--- src/rtl/angle_merge.sv ---
`timescale 1ns/1ps
module angle_merge #(
  parameter int KEEP_W = 5,
  parameter int FINE_W = 12
) (
  input  logic                       clk,
  input  logic                       rst_n,
  input  logic                       in_valid,
  input  logic [KEEP_W:0]            coarse_in,
  input  logic [FINE_W-1:0]          fine_in,
  output logic                       out_valid,
  output logic                       out_fix,
  output logic [KEEP_W+FINE_W-1:0]   angle_out
);
  localparam int OUT_W = KEEP_W + FINE_W;
  localparam logic [KEEP_W-1:0] ONE = KEEP_W'(1);

  logic [KEEP_W-1:0] top_in, top_fix;
  logic ovl_c, ovl_f, ahead, behind;

  assign top_in = coarse_in[KEEP_W:1];
  assign ovl_c  = coarse_in[0];
  assign ovl_f  = fine_in[FINE_W-1];
  assign ahead  = ovl_c & ~ovl_f;
  assign behind = ~ovl_c & ovl_f;
  assign top_fix = ahead  ? top_in + ONE :
                   behind ? top_in - ONE : top_in;

  always_ff @(posedge clk or negedge rst_n) begin
    if (!rst_n) begin
      out_valid <= 1'b0;
      out_fix   <= 1'b0;
      angle_out <= '0;
    end else begin
      out_valid <= in_valid;
      out_fix   <= in_valid & (ahead | behind);
      if (in_valid) angle_out <= {top_fix, fine_in};
    end
  end

  p_reset_r1: assert property (@(posedge clk) !rst_n |=> (!out_valid && !out_fix && angle_out == '0));
  p_valid_r2: assert property (@(posedge clk) disable iff (!rst_n) out_valid == $past(in_valid) || $past(!rst_n));
  p_agree_r3: assert property (@(posedge clk) disable iff (!rst_n)
    (in_valid && ovl_c == ovl_f) |=> (!out_fix && angle_out[OUT_W-1:FINE_W] == $past(top_in)));
  p_inc_r4: assert property (@(posedge clk) disable iff (!rst_n)
    (in_valid && ovl_c && !ovl_f) |=> (out_fix && angle_out[OUT_W-1:FINE_W] == $past(top_in) + ONE));
  p_dec_r5: assert property (@(posedge clk) disable iff (!rst_n)
    (in_valid && !ovl_c && ovl_f) |=> (out_fix && angle_out[OUT_W-1:FINE_W] == $past(top_in) - ONE));
  p_fine_r6: assert property (@(posedge clk) disable iff (!rst_n)
    in_valid |=> angle_out[FINE_W-1:0] == $past(fine_in));
  p_hold_r7: assert property (@(posedge clk) disable iff (!rst_n)
    !in_valid |=> ($stable(angle_out) && !out_fix));
endmodule

--- config.mk ---
export PLATFORM = sky130hd
export DESIGN_NAME = angle_merge
export DESIGN_NICKNAME = d
export VERILOG_FILES = /design/src/rtl/angle_merge.sv
export SDC_FILE = /design/constraint.sdc
export NUM_CORES = 1
export LEC_CHECK = 0
export ABC_AREA = 0
export BUFFER_PORTS_ARGS = -buffer_cell sky130_fd_sc_hd__buf_2
export CAP_MARGIN = 20
export CORE_MARGIN = 1
export CORE_UTILIZATION = 48
export DETAILED_ROUTE_END_ITERATION = 7
export GPL_ROUTABILITY_DRIVEN = 0
export GPL_TIMING_DRIVEN = 1
export PLACE_DENSITY = 0.81
export REMOVE_ABC_BUFFERS = 1
export SETUP_SLACK_MARGIN = 0.05
export SYNTH_ARGS = -nofsm -noshare
export SYNTH_HDL_FRONTEND = slang
export SYNTH_SLANG_ARGS = --single-unit
--- constraint.sdc ---
create_clock -name clk -period 1.3 [get_ports clk]
set_clock_uncertainty 0.05 [all_clocks]
set_input_delay 0.065 -clock clk [delete_from_list [all_inputs] [get_ports clk]]
set_output_delay 0.065 -clock clk [all_outputs]
set_load 0.02 [all_outputs]
==> results of run 1 <==
-- kinds of logic after synthesis --
kind of cell	count (synthesis)	synth area share (%)
AO/OA/AOI/OAI	7	6.31
XOR/XNOR	1	0.982
adder cells (fa/ha/maj)	4	5.61
buffers and inverters	8	4.21
flip-flops	19	53.3
multiplexers	13	16.4
AND/OR/NAND/NOR	22	13.2
-- state kept, by name, indices dropped and copies added (netlist names) --
signal,cells
angle_out,17
out_fix,1
out_valid,1
-- layout make-up --
cell class	instances	share of cell area (%)
clock buffer	3	1.74
clock inverter	1	0.387
inverter	5	1.45
multi-input combinational	47	29.3
sequential	19	36.8
tap	25	2.42
timing repair buffer	57	27.9
-- placed cells by master (no fill, tap or decap) --
| cell | count |
|---|---|
| buf_2 | 39 |
| dfrtp_1 | 19 |
| mux2_2 | 13 |
| dlygate4sd3_1 | 12 |
| buf_4 | 6 |
| inv_1 | 5 |
| nand2_1 | 5 |
| nor2_1 | 4 |
| ha_1 | 4 |
| nand3_1 | 3 |
| clkbuf_4 | 3 |
| nand3b_1 | 2 |
| a211o_1 | 2 |
| nand4_1 | 2 |
| nor4_1 | 1 |
| and4_1 | 1 |
| a211oi_1 | 1 |
| nor2b_1 | 1 |
| a22oi_1 | 1 |
| a31oi_1 | 1 |
| xnor2_1 | 1 |
| or3_1 | 1 |
| o2111ai_1 | 1 |
| or4_1 | 1 |
| nand2b_1 | 1 |
| o31a_1 | 1 |
| clkinv_2 | 1 |
-- metrics by stage --
step / setup WS (ps) / setup TNS, ps
finish: 289 / 0
global route: 241 / 0
CTS: 297 / 0
detailed placement: -18.8 / -18.8
global placement: 21.9 / 0
floorplan: 60.6 / 0
-- synth_stat cells --
cell type and count:
and4_1 1, nor2_1 4, dfrtp_1 19, nor4_1 1
xnor2_1 1, nand3b_1 2, o2111ai_1 1, nand3_1 3
a211o_1 2, nand2_1 5, a31oi_1 1, nand2b_1 1
nand4_1 2, o31a_1 1, a22oi_1 1, a211oi_1 1
inv_1 5, or4_1 1, clkbuf_1 2, mux2_2 13
ha_1 4, nor2b_1 1, or3_1 1, buf_6 1
-- repair_timing --
item | CTS | global route
hold buffers | 12 | 0
endpoints found under the hold margin | 30 | 0
endpoints found under the setup margin | 0 | 0
resized for setup | 0 | 0
buffers inserted | 0 | 0
-- path summary, 6_finish.rpt --
| kind | startpoint | to | slack (ps) |
|---|---|---|---|
| min | coarse_in[5] | angle_out[16] | 20 |
| max | coarse_in[0] | angle_out[16] | 290 |
| max in group asynchronous | rst_n | angle_out[7] | 730 |
| min in group asynchronous | rst_n | angle_out[15] | 170 |
| min reg2reg | angle_out[14] | angle_out[14] | 440 |
| max reg2reg | angle_out[12] | angle_out[12] | 470 |
-- tightest hold or removal path, delay by kind of cell --
kind	cells	cell delay (ps)
compound gates	1	80
buf+inv	1	120
simple gates	1	60
-- metal layers --
layer | share of wire, % | routed length, um
met2 | 55 | 1060
met1 | 40 | 782
met5 | 0 | 0
met3 | 5.0 | 97
met4 | 0 | 0
-- report_power, final --
part / switching (mW) / internal [mW] / total (mW)
Clock: 0.180 / 0.114 / 0.295
Combinational: 0.189 / 0.163 / 0.351
Sequential: 0.0284 / 0.651 / 0.679
==> results_dict.tcl, run 1 <==
set metrics [dict create \
    run_status "finished clean" \
    ant_nets 0 \
    post_synthesis_mean_instance_area_sq_um 12.1 \
    post_synth_inst_count 74 \
    multi_input_gate_area_in_the_final_layout_sq_um 379 \
    placed_area_sq_mm 0.00114 \
    power-per-cell-area_mw_per_mm2 1030 \
    finalNetCount 158 \
    tritoncts "done" \
    routed_via_density 4.99 \
    worstSkewPairLatency_ps 290 \
    ys_seq_elements 19 \
    drt-total-wl_um 1940 \
    design.die.area_sq_mm 0.00203 \
    seqCellArea_sq_um 475 \
    path_delay_family "simple AND/OR/NAND/NOR gates" \
    area_growth_syn_to_layout_pct 44.9 \
    antenna_cells_inserted 0 \
    cts_max_level 1 \
    yosys.cell_types.count 24 \
    detailroute.via_count 783 \
    drt-initial-drc-count 9 \
    starting_density_of_the_core_pct 51.7 \
    gr-usage-met2_pct 37.4 \
    grt_util_met1_pct 27.7 \
    vdd_ir_drop_max_v 0.000808 \
    dp_hpwl_um 1410 \
    hold_viol_final 0 \
    setup_violations 0 \
    clk_buf_depth 2 \
    core.rowCount 15 \
    relSlewSlack_pct 72.2 \
    synthDominantAreaCellType "dfrtp_1" \
    dieHeight_um 45.1 \
    io_buffer_count 39 \
    worstSetupStartpointType "primary input" \
    rsz_0062_raised_after_global_routing "false" \
    grt_pass1_vias 744 \
    cp_slowest_cell "or4_1" \
    timing.critical_path.fanout_max 2 \
    placed_cells 141 \
    boundaryPins 40 \
    final_util_pct 74.9 \
    synth-seq-area-share_pct 53.3 \
    crit_path_cell_trace "buf_2 > ha_1 > or3_1 > or4_1 > nand3_1" \
    drv.max_cap_violation_count 0 \
    syn-cell-area_sq_um 892 \
    cts.clk_slew.worst_paths_ps 110 \
    synthesis.yosys.warnings 0 \
    drt-pass1-iter-count 4 \
    power.total_mw 1.32 \
    core_region_area_sq_mm 0.00173 \
    globalRoute.busiestLayer "met2" \
    cts-root-buf "clkbuf_4" \
    crit_arrival_ps 1200 \
    report.final.slew_viol_count 0 \
    cts_buffers 3 \
    globalRouteMet3Util_pct 4.40 \
    global_route_wire_length_before_repair_um 3130 \
    worstSetupPathDepth 5 \
    endpoint_kind "flip-flop" \
    cp.required_ps 1480 \
    cts.sink_count 19 \
    timing.hold.worst.class "primary input to flip-flop" \
    min_path_cells 3 \
    grt.overflow.total 0 \
    fmax_mhz 989 \
    worst_hold_slack_ps 21.7 \
    synthTopCellsByArea "dfrtp_1 53%, mux2_2 16%, ha_1 5.6%" \
    finalCritPeriodShare_pct 77.8 \
    drive_above_1_share_pct 47.0 \
    design_area_sq_mm 0.00129 \
    ff2ff_path_depth 1 \
    timing.critical_path.buf_inv 1 \
    die_width_um 45.1 \
    grt_start_max_net_pins 20 \
    area_fraction_of_the_dominant_cell_type_after_synthesis_pct 53.3 \
    final_cells 157 \
    timing_worst_slew_pin_value_ps 417 \
    grt_antenna_before_repair 0 \
    finalCriticalPeriod_ps 1010 \
    total_leakage_power_nw 0.642 \
    critPathKind "primary input to flip-flop" \
    layout.filler_cells 133 \
    wl_per_cell_um 12.4 \
    slowest_delay_ps 410 \
    track_usage_pct 21.9 \
    detail_route.drc_violations 0 \
]
No activity file was read; power rests on OpenSTA's default activity.
==> run 2, diff against run 1 <==
--- a/config.mk
+++ b/config.mk
@@ -9,11 +9,11 @@
 export BUFFER_PORTS_ARGS = -buffer_cell sky130_fd_sc_hd__buf_2
 export CAP_MARGIN = 20
 export CORE_MARGIN = 1
-export CORE_UTILIZATION = 48
+export CORE_UTILIZATION = 45
 export DETAILED_ROUTE_END_ITERATION = 7
 export GPL_ROUTABILITY_DRIVEN = 0
 export GPL_TIMING_DRIVEN = 1
-export PLACE_DENSITY = 0.81
+export PLACE_DENSITY = 0.77
 export REMOVE_ABC_BUFFERS = 1
 export SETUP_SLACK_MARGIN = 0.05
 export SYNTH_ARGS = -nofsm -noshare
==> constraint.sdc (replaced) <==
create_clock -name clk -period 1 [get_ports clk]
set_clock_uncertainty 0.05 [all_clocks]
set_input_delay 0.05 -clock clk [delete_from_list [all_inputs] [get_ports clk]]
set_output_delay 0.05 -clock clk [all_outputs]
set_load 0.02 [all_outputs]
==> run 2 against run 1 <==
Net effect:
- cell count increased by 6.4%
- global-route usage grew 3.8 points
- die area is 6.4% higher
- sequential power increased by 34%
- sequential cell count did not move
- sequential share of layout area is 5.4 points lower
- non-clock buffer count grew 10
- critical path depth rose by 1
- critical path type unchanged
- critical endpoint unchanged
- highest routed layer is now met4
==> results_dict.tcl, run 2 (same netlist as run 1, synthesis figures left out) <==
set metrics [dict create \
    run_status "finished clean" \
    cts_buffers 3 \
    tritoncts "done" \
    io_buffer_count 39 \
    starting_density_of_the_core_pct 50.0 \
    cts.clk_slew.worst_paths_ps 120 \
    grt.overflow.total 0 \
    endpoint_kind "flip-flop" \
    core.rowCount 15 \
    fmax_mhz 1010 \
    placed_cells 148 \
    drt-total-wl_um 2690 \
    total_leakage_power_nw 0.743 \
    clkPwrFrac_pct 20.8 \
    dp_worst_setup_slack_ps -305 \
    drive_above_1_share_pct 54.9 \
    largest_register_ff_count 17 \
    design_area_sq_mm 0.00152 \
    design.die.area_sq_mm 0.00216 \
    dieHeight_um 46.5 \
    worstSetupStartpointType "primary input" \
    critPathKind "primary input to flip-flop" \
    track_usage_pct 25.7 \
    report.final.slew_viol_count 0 \
    boundaryPins 40 \
    routed_via_density 5.26 \
    internal_power_mw 1.34 \
    timing_worst_slew_pin_value_ps 418 \
    drt-initial-drc-count 13 \
    cp.required_ps 1200 \
    hold_viol_final 0 \
    setup_violations 0 \
    cts-root-buf "clkbuf_4" \
    most_common_cell_after_layout_fill_and_taps_aside "buf_2" \
    antenna_cells_inserted 0 \
    grt_pass1_vias 828 \
    switching_share_pct 30.6 \
    top_register "angle_out" \
    rsz_0062_raised_after_global_routing "true" \
    finalNetCount 168 \
    relSlewSlack_pct 72.1 \
    final_cells 167 \
    power_share_of_the_sequential_group_pct 46.9 \
    wl_per_cell_um 16.1 \
    drt-pass1-iter-count 4 \
    detailroute.via_count 878 \
    finalCritPeriodShare_pct 99.3 \
    grt_start_max_net_pins 20 \
    registers_with_the_most_flip_flops "angle_out: 17 flops, out_fix: 1 flops, out_valid: 1 flops" \
    power_switching_mw 0.591 \
    core_region_area_sq_mm 0.00178 \
    clk_buf_depth 2 \
    cts.sink_count 19 \
    timing.hold.worst.class "primary input to flip-flop" \
    worstSkewPairLatency_ps 300 \
    ant_nets 0 \
    layout_setup_ws_ps 6.98 \
    most-common-layout-cells "21 x buf_2, 19 x dfrtp_1, 19 x buf_6" \
    die_width_um 46.5 \
    global_route_wire_length_before_repair_um 3800 \
    power-per-cell-area_mw_per_mm2 1280 \
    detail_route.drc_violations 0 \
    dp_hpwl_um 1480 \
    timing.critical_path.fanout_max 2 \
    finalCriticalPeriod_ps 993 \
    drv.max_cap_violation_count 0 \
    worst_hold_slack_ps 8.33 \
    layout.filler_cells 92 \
    area_growth_syn_to_layout_pct 70.0 \
    comb_power_share_pct 32.3 \
    grt_antenna_before_repair 0 \
    crit_arrival_ps 1190 \
    placed_area_sq_mm 0.00120 \
    cts_max_level 1 \
    ff2ff_setup_slack_ps 20 \
    vdd_ir_drop_max_v 0.000994 \
]
run 2: worst paths after layout:
check / end / cells after the start / start
max in group asynchronous: angle_out[15] / 2 / rst_n
worst min-delay path: angle_out[3] / 2 / in_valid
worst max register to register: angle_out[16] / 3 / angle_out[16]
min in group asynchronous: angle_out[9] / 2 / rst_n
worst min register to register: angle_out[4] / 1 / angle_out[4]
worst max-delay path: angle_out[16] / 6 / fine_in[11]
run 2: through the flow:
step / util [%] / power [mW] / setup TNS [ps]
after floorplan: - / 1.12 / -224
after detailed placement: 67.2 / 1.34 / -991
after global placement: 67.2 / 1.32 / -860
after global routing: 85.1 / 2.02 / -60.8
after CTS: 82.0 / 1.88 / 0
final: 85.1 / 1.94 / 0
run 2: power groups by stage:
stage / Combinational (mW) / Sequential, mW / Clock, mW
detailed placement: 0.441 / 0.899 / 0
global placement: 0.430 / 0.893 / 0
CTS: 0.577 / 0.897 / 0.401
finish: 0.626 / 0.907 / 0.403
floorplan: 0.123 / 0.998 / 0
global route: 0.668 / 0.914 / 0.437
run 2: critical path: stages:
cell	delay (ps)
buf_2	90
inv_1	40
ha_2	170
or3_4	330
or4_4	420
nand3_2	80
run 2: final cells by class:
type	instances	area, sq um	share of cell area [%]
inverter	5	18.8	1.24
clock inverter	1	5.00	0.330
timing repair buffer	67	552	36.4
tap	25	31.3	2.06
multi-input combinational	47	412	27.1
clock buffer	3	22.5	1.49
sequential	19	475	31.4
run 2: layer usage:
layer | part of all wire, % | track usage, % | vias to the layer above
met1 | 36 | 29.0 | 439
met2 | 57 | 45.8 | 30
met4 | 2.2 | 9.41 | 0
met5 | 0 | 0 | -
met3 | 4.7 | 6.27 | 11
li1 | - | - | 398
run 2: timing repair:
action,CTS,global route
hold endpoints to repair,30,0
buffers inserted,3,0
hold buffers,12,0
setup endpoints to repair,17,23
resized for setup,30,15
==> run 3, diff against run 2 <==
--- a/config.mk
+++ b/config.mk
@@ -8,6 +8,7 @@
 export ABC_AREA = 0
 export BUFFER_PORTS_ARGS = -buffer_cell sky130_fd_sc_hd__buf_2
 export CAP_MARGIN = 20
+export CORE_ASPECT_RATIO = 1.4
 export CORE_MARGIN = 1
 export CORE_UTILIZATION = 45
 export DETAILED_ROUTE_END_ITERATION = 7
==> run 3 against run 2 <==
Net effect:
- sequential share of layout area grew 0.21 points
- global-route usage shrank 2.0 points
- first-iteration DRC count grew 23%
- hold slack gained 24 ps
- critical path type is now flip-flop to primary output
==> results_dict.tcl, run 3 (same netlist as run 1, synthesis figures left out) <==
set metrics [dict create \
    run_status "finished clean" \
    detailroute.via_count 859 \
    path_delay_family "flip-flops" \
    worst_hold_path.endpoint "angle_out[16]" \
    worstSetupStartpointType "flip-flop" \
    worstSkewPairLatency_ps 290 \
    clkPwrFrac_pct 20.2 \
    boundaryPins 40 \
    cts-root-buf "clkbuf_4" \
    drive_above_1_share_pct 51.1 \
    critical_path.reg2reg.startpoint "angle_out[16]" \
    vdd_ir_drop_max_v 0.00102 \
    timing.hold.worst.class "primary input to flip-flop" \
    top_register "angle_out" \
    detail_route.drc_violations 0 \
    endpoint_kind "primary output" \
    comb_power_share_pct 32.0 \
    dp_worst_setup_slack_ps -316 \
    min_path_cells 3 \
    layout_setup_ws_ps 49.5 \
    track_usage_pct 23.6 \
    critPathKind "flip-flop to primary output" \
    cts.sink_count 19 \
    die_width_um 39.6 \
    cts_max_level 1 \
    timing.critical_path.fanout_max 2 \
    total_leakage_power_nw 0.724 \
    setup_violations 0 \
    registers_with_the_most_flip_flops "angle_out: 17 flops, out_fix: 1 flops, out_valid: 1 flops" \
    power_share_of_the_sequential_group_pct 47.8 \
    crit_arrival_ps 850 \
    crit_path_cell_trace "buf_6" \
    ff2ff_setup_slack_ps 130 \
    global_route_wire_length_before_repair_um 3490 \
    relSlewSlack_pct 72.7 \
    worst_hold_slack_ps 32.1 \
    rsz_0062_raised_after_global_routing "true" \
    finalCriticalPeriod_ps 951 \
    cts_buffers 3 \
    dieHeight_um 54.7 \
    power-per-cell-area_mw_per_mm2 1260 \
    core.rowCount 18 \
    drt-total-wl_um 2470 \
    grt_antenna_before_repair 0 \
    area_growth_syn_to_layout_pct 68.9 \
    io_buffer_count 39 \
    design_area_sq_mm 0.00151 \
    grt_start_max_net_pins 20 \
    placed_area_sq_mm 0.00118 \
    placed_cells 141 \
    cp.required_ps 900 \
    grt.overflow.total 0 \
    grt_pass1_vias 871 \
    switching_share_pct 29.3 \
    antenna_cells_inserted 0 \
    power_switching_mw 0.555 \
    final_util_pct 83.6 \
    largest_register_ff_count 17 \
    most-common-layout-cells "20 x buf_6, 19 x dfrtp_1, 19 x buf_2" \
    report.final.slew_viol_count 0 \
    drt-pass1-iter-count 4 \
    most_common_cell_after_layout_fill_and_taps_aside "buf_6" \
    ff2ff_path_depth 3 \
    routed_via_density 5.34 \
    min-delay-start "coarse_in[5]" \
    critical_path.startpoint "angle_out[8]" \
    ant_nets 0 \
    timing_worst_slew_pin_value_ps 410 \
    timing.rr.end "angle_out[16]" \
    layout.filler_cells 96 \
    wl_per_cell_um 15.3 \
    drt-initial-drc-count 16 \
    finalCritPeriodShare_pct 95.1 \
    cp_slowest_cell "dfrtp_1" \
    tritoncts "done" \
    drv.max_cap_violation_count 0 \
    hold_viol_final 0 \
    slowest_delay_ps 420 \
    dp_hpwl_um 1510 \
    finalNetCount 167 \
    starting_density_of_the_core_pct 49.5 \
    internal_power_mw 1.34 \
    timing.critical_path.buf_inv 1 \
    clk_buf_depth 2 \
    cts.clk_slew.worst_paths_ps 110 \
    final_cells 161 \
    fmax_mhz 1050 \
    design.die.area_sq_mm 0.00217 \
    core_region_area_sq_mm 0.00180 \
]
-- run 3: layout make-up --
type | count | area, sq um | area share, %
inverter | 5 | 18.8 | 1.25
sequential | 19 | 475 | 31.6
tap | 20 | 25.0 | 1.66
clock buffer | 4 | 26.3 | 1.74
timing repair buffer | 66 | 558 | 37.0
multi-input combinational | 47 | 403 | 26.7
-- run 3: worst max-delay path by stage --
stage	to	slack, ps	cells past startpoint
floorplan	angle_out[16]	-220	5
global placement	angle_out[16]	-270	6
detailed placement	angle_out[16]	-320	6
CTS	angle_out[7]	50	1
global route	angle_out[16]	20	1
finish	angle_out[8]	50	1
-- run 3: what timing repair did --
| action | in CTS | in global routing |
|---|---|---|
| hold buffers | 14 | 0 |
| hold endpoints to repair | 32 | 0 |
| setup endpoints to repair | 10 | 20 |
| buffers inserted | 1 | 1 |
| resized for setup | 22 | 21 |
-- run 3: power groups by stage --
stage,registers [mW],clock network [mW],logic [mW]
2_1_floorplan,0.998,0,0.123
3_3_place_gp,0.895,0,0.423
3_5_place_dp,0.900,0,0.435
4_1_cts,0.894,0.387,0.536
5_1_grt,0.913,0.426,0.642
6_report,0.906,0.382,0.605
-- run 3: per-stage QoR --
stage | total power [mW] | TNS (ps)
floorplan | 1.12 | -224
global placement | 1.32 | -927
detailed placement | 1.33 | -1150
CTS | 1.82 | 0
global route | 1.98 | 0
finish | 1.89 | 0
-- run 3: tightest hold or removal path: stages --
cell and delay [ps]:
buf_2 110, or4_1 110, nand3_1 70
-- run 3: metal layers --
metal,part of all wire (%),GRT usage [%],routed length (um),vias to the layer above
met3,5.4,4.47,133,8
met5,0,0,0,-
li1,-,-,-,396
met2,55,45.4,1350,38
met4,2.9,7.47,72,0
met1,37,24.5,913,417
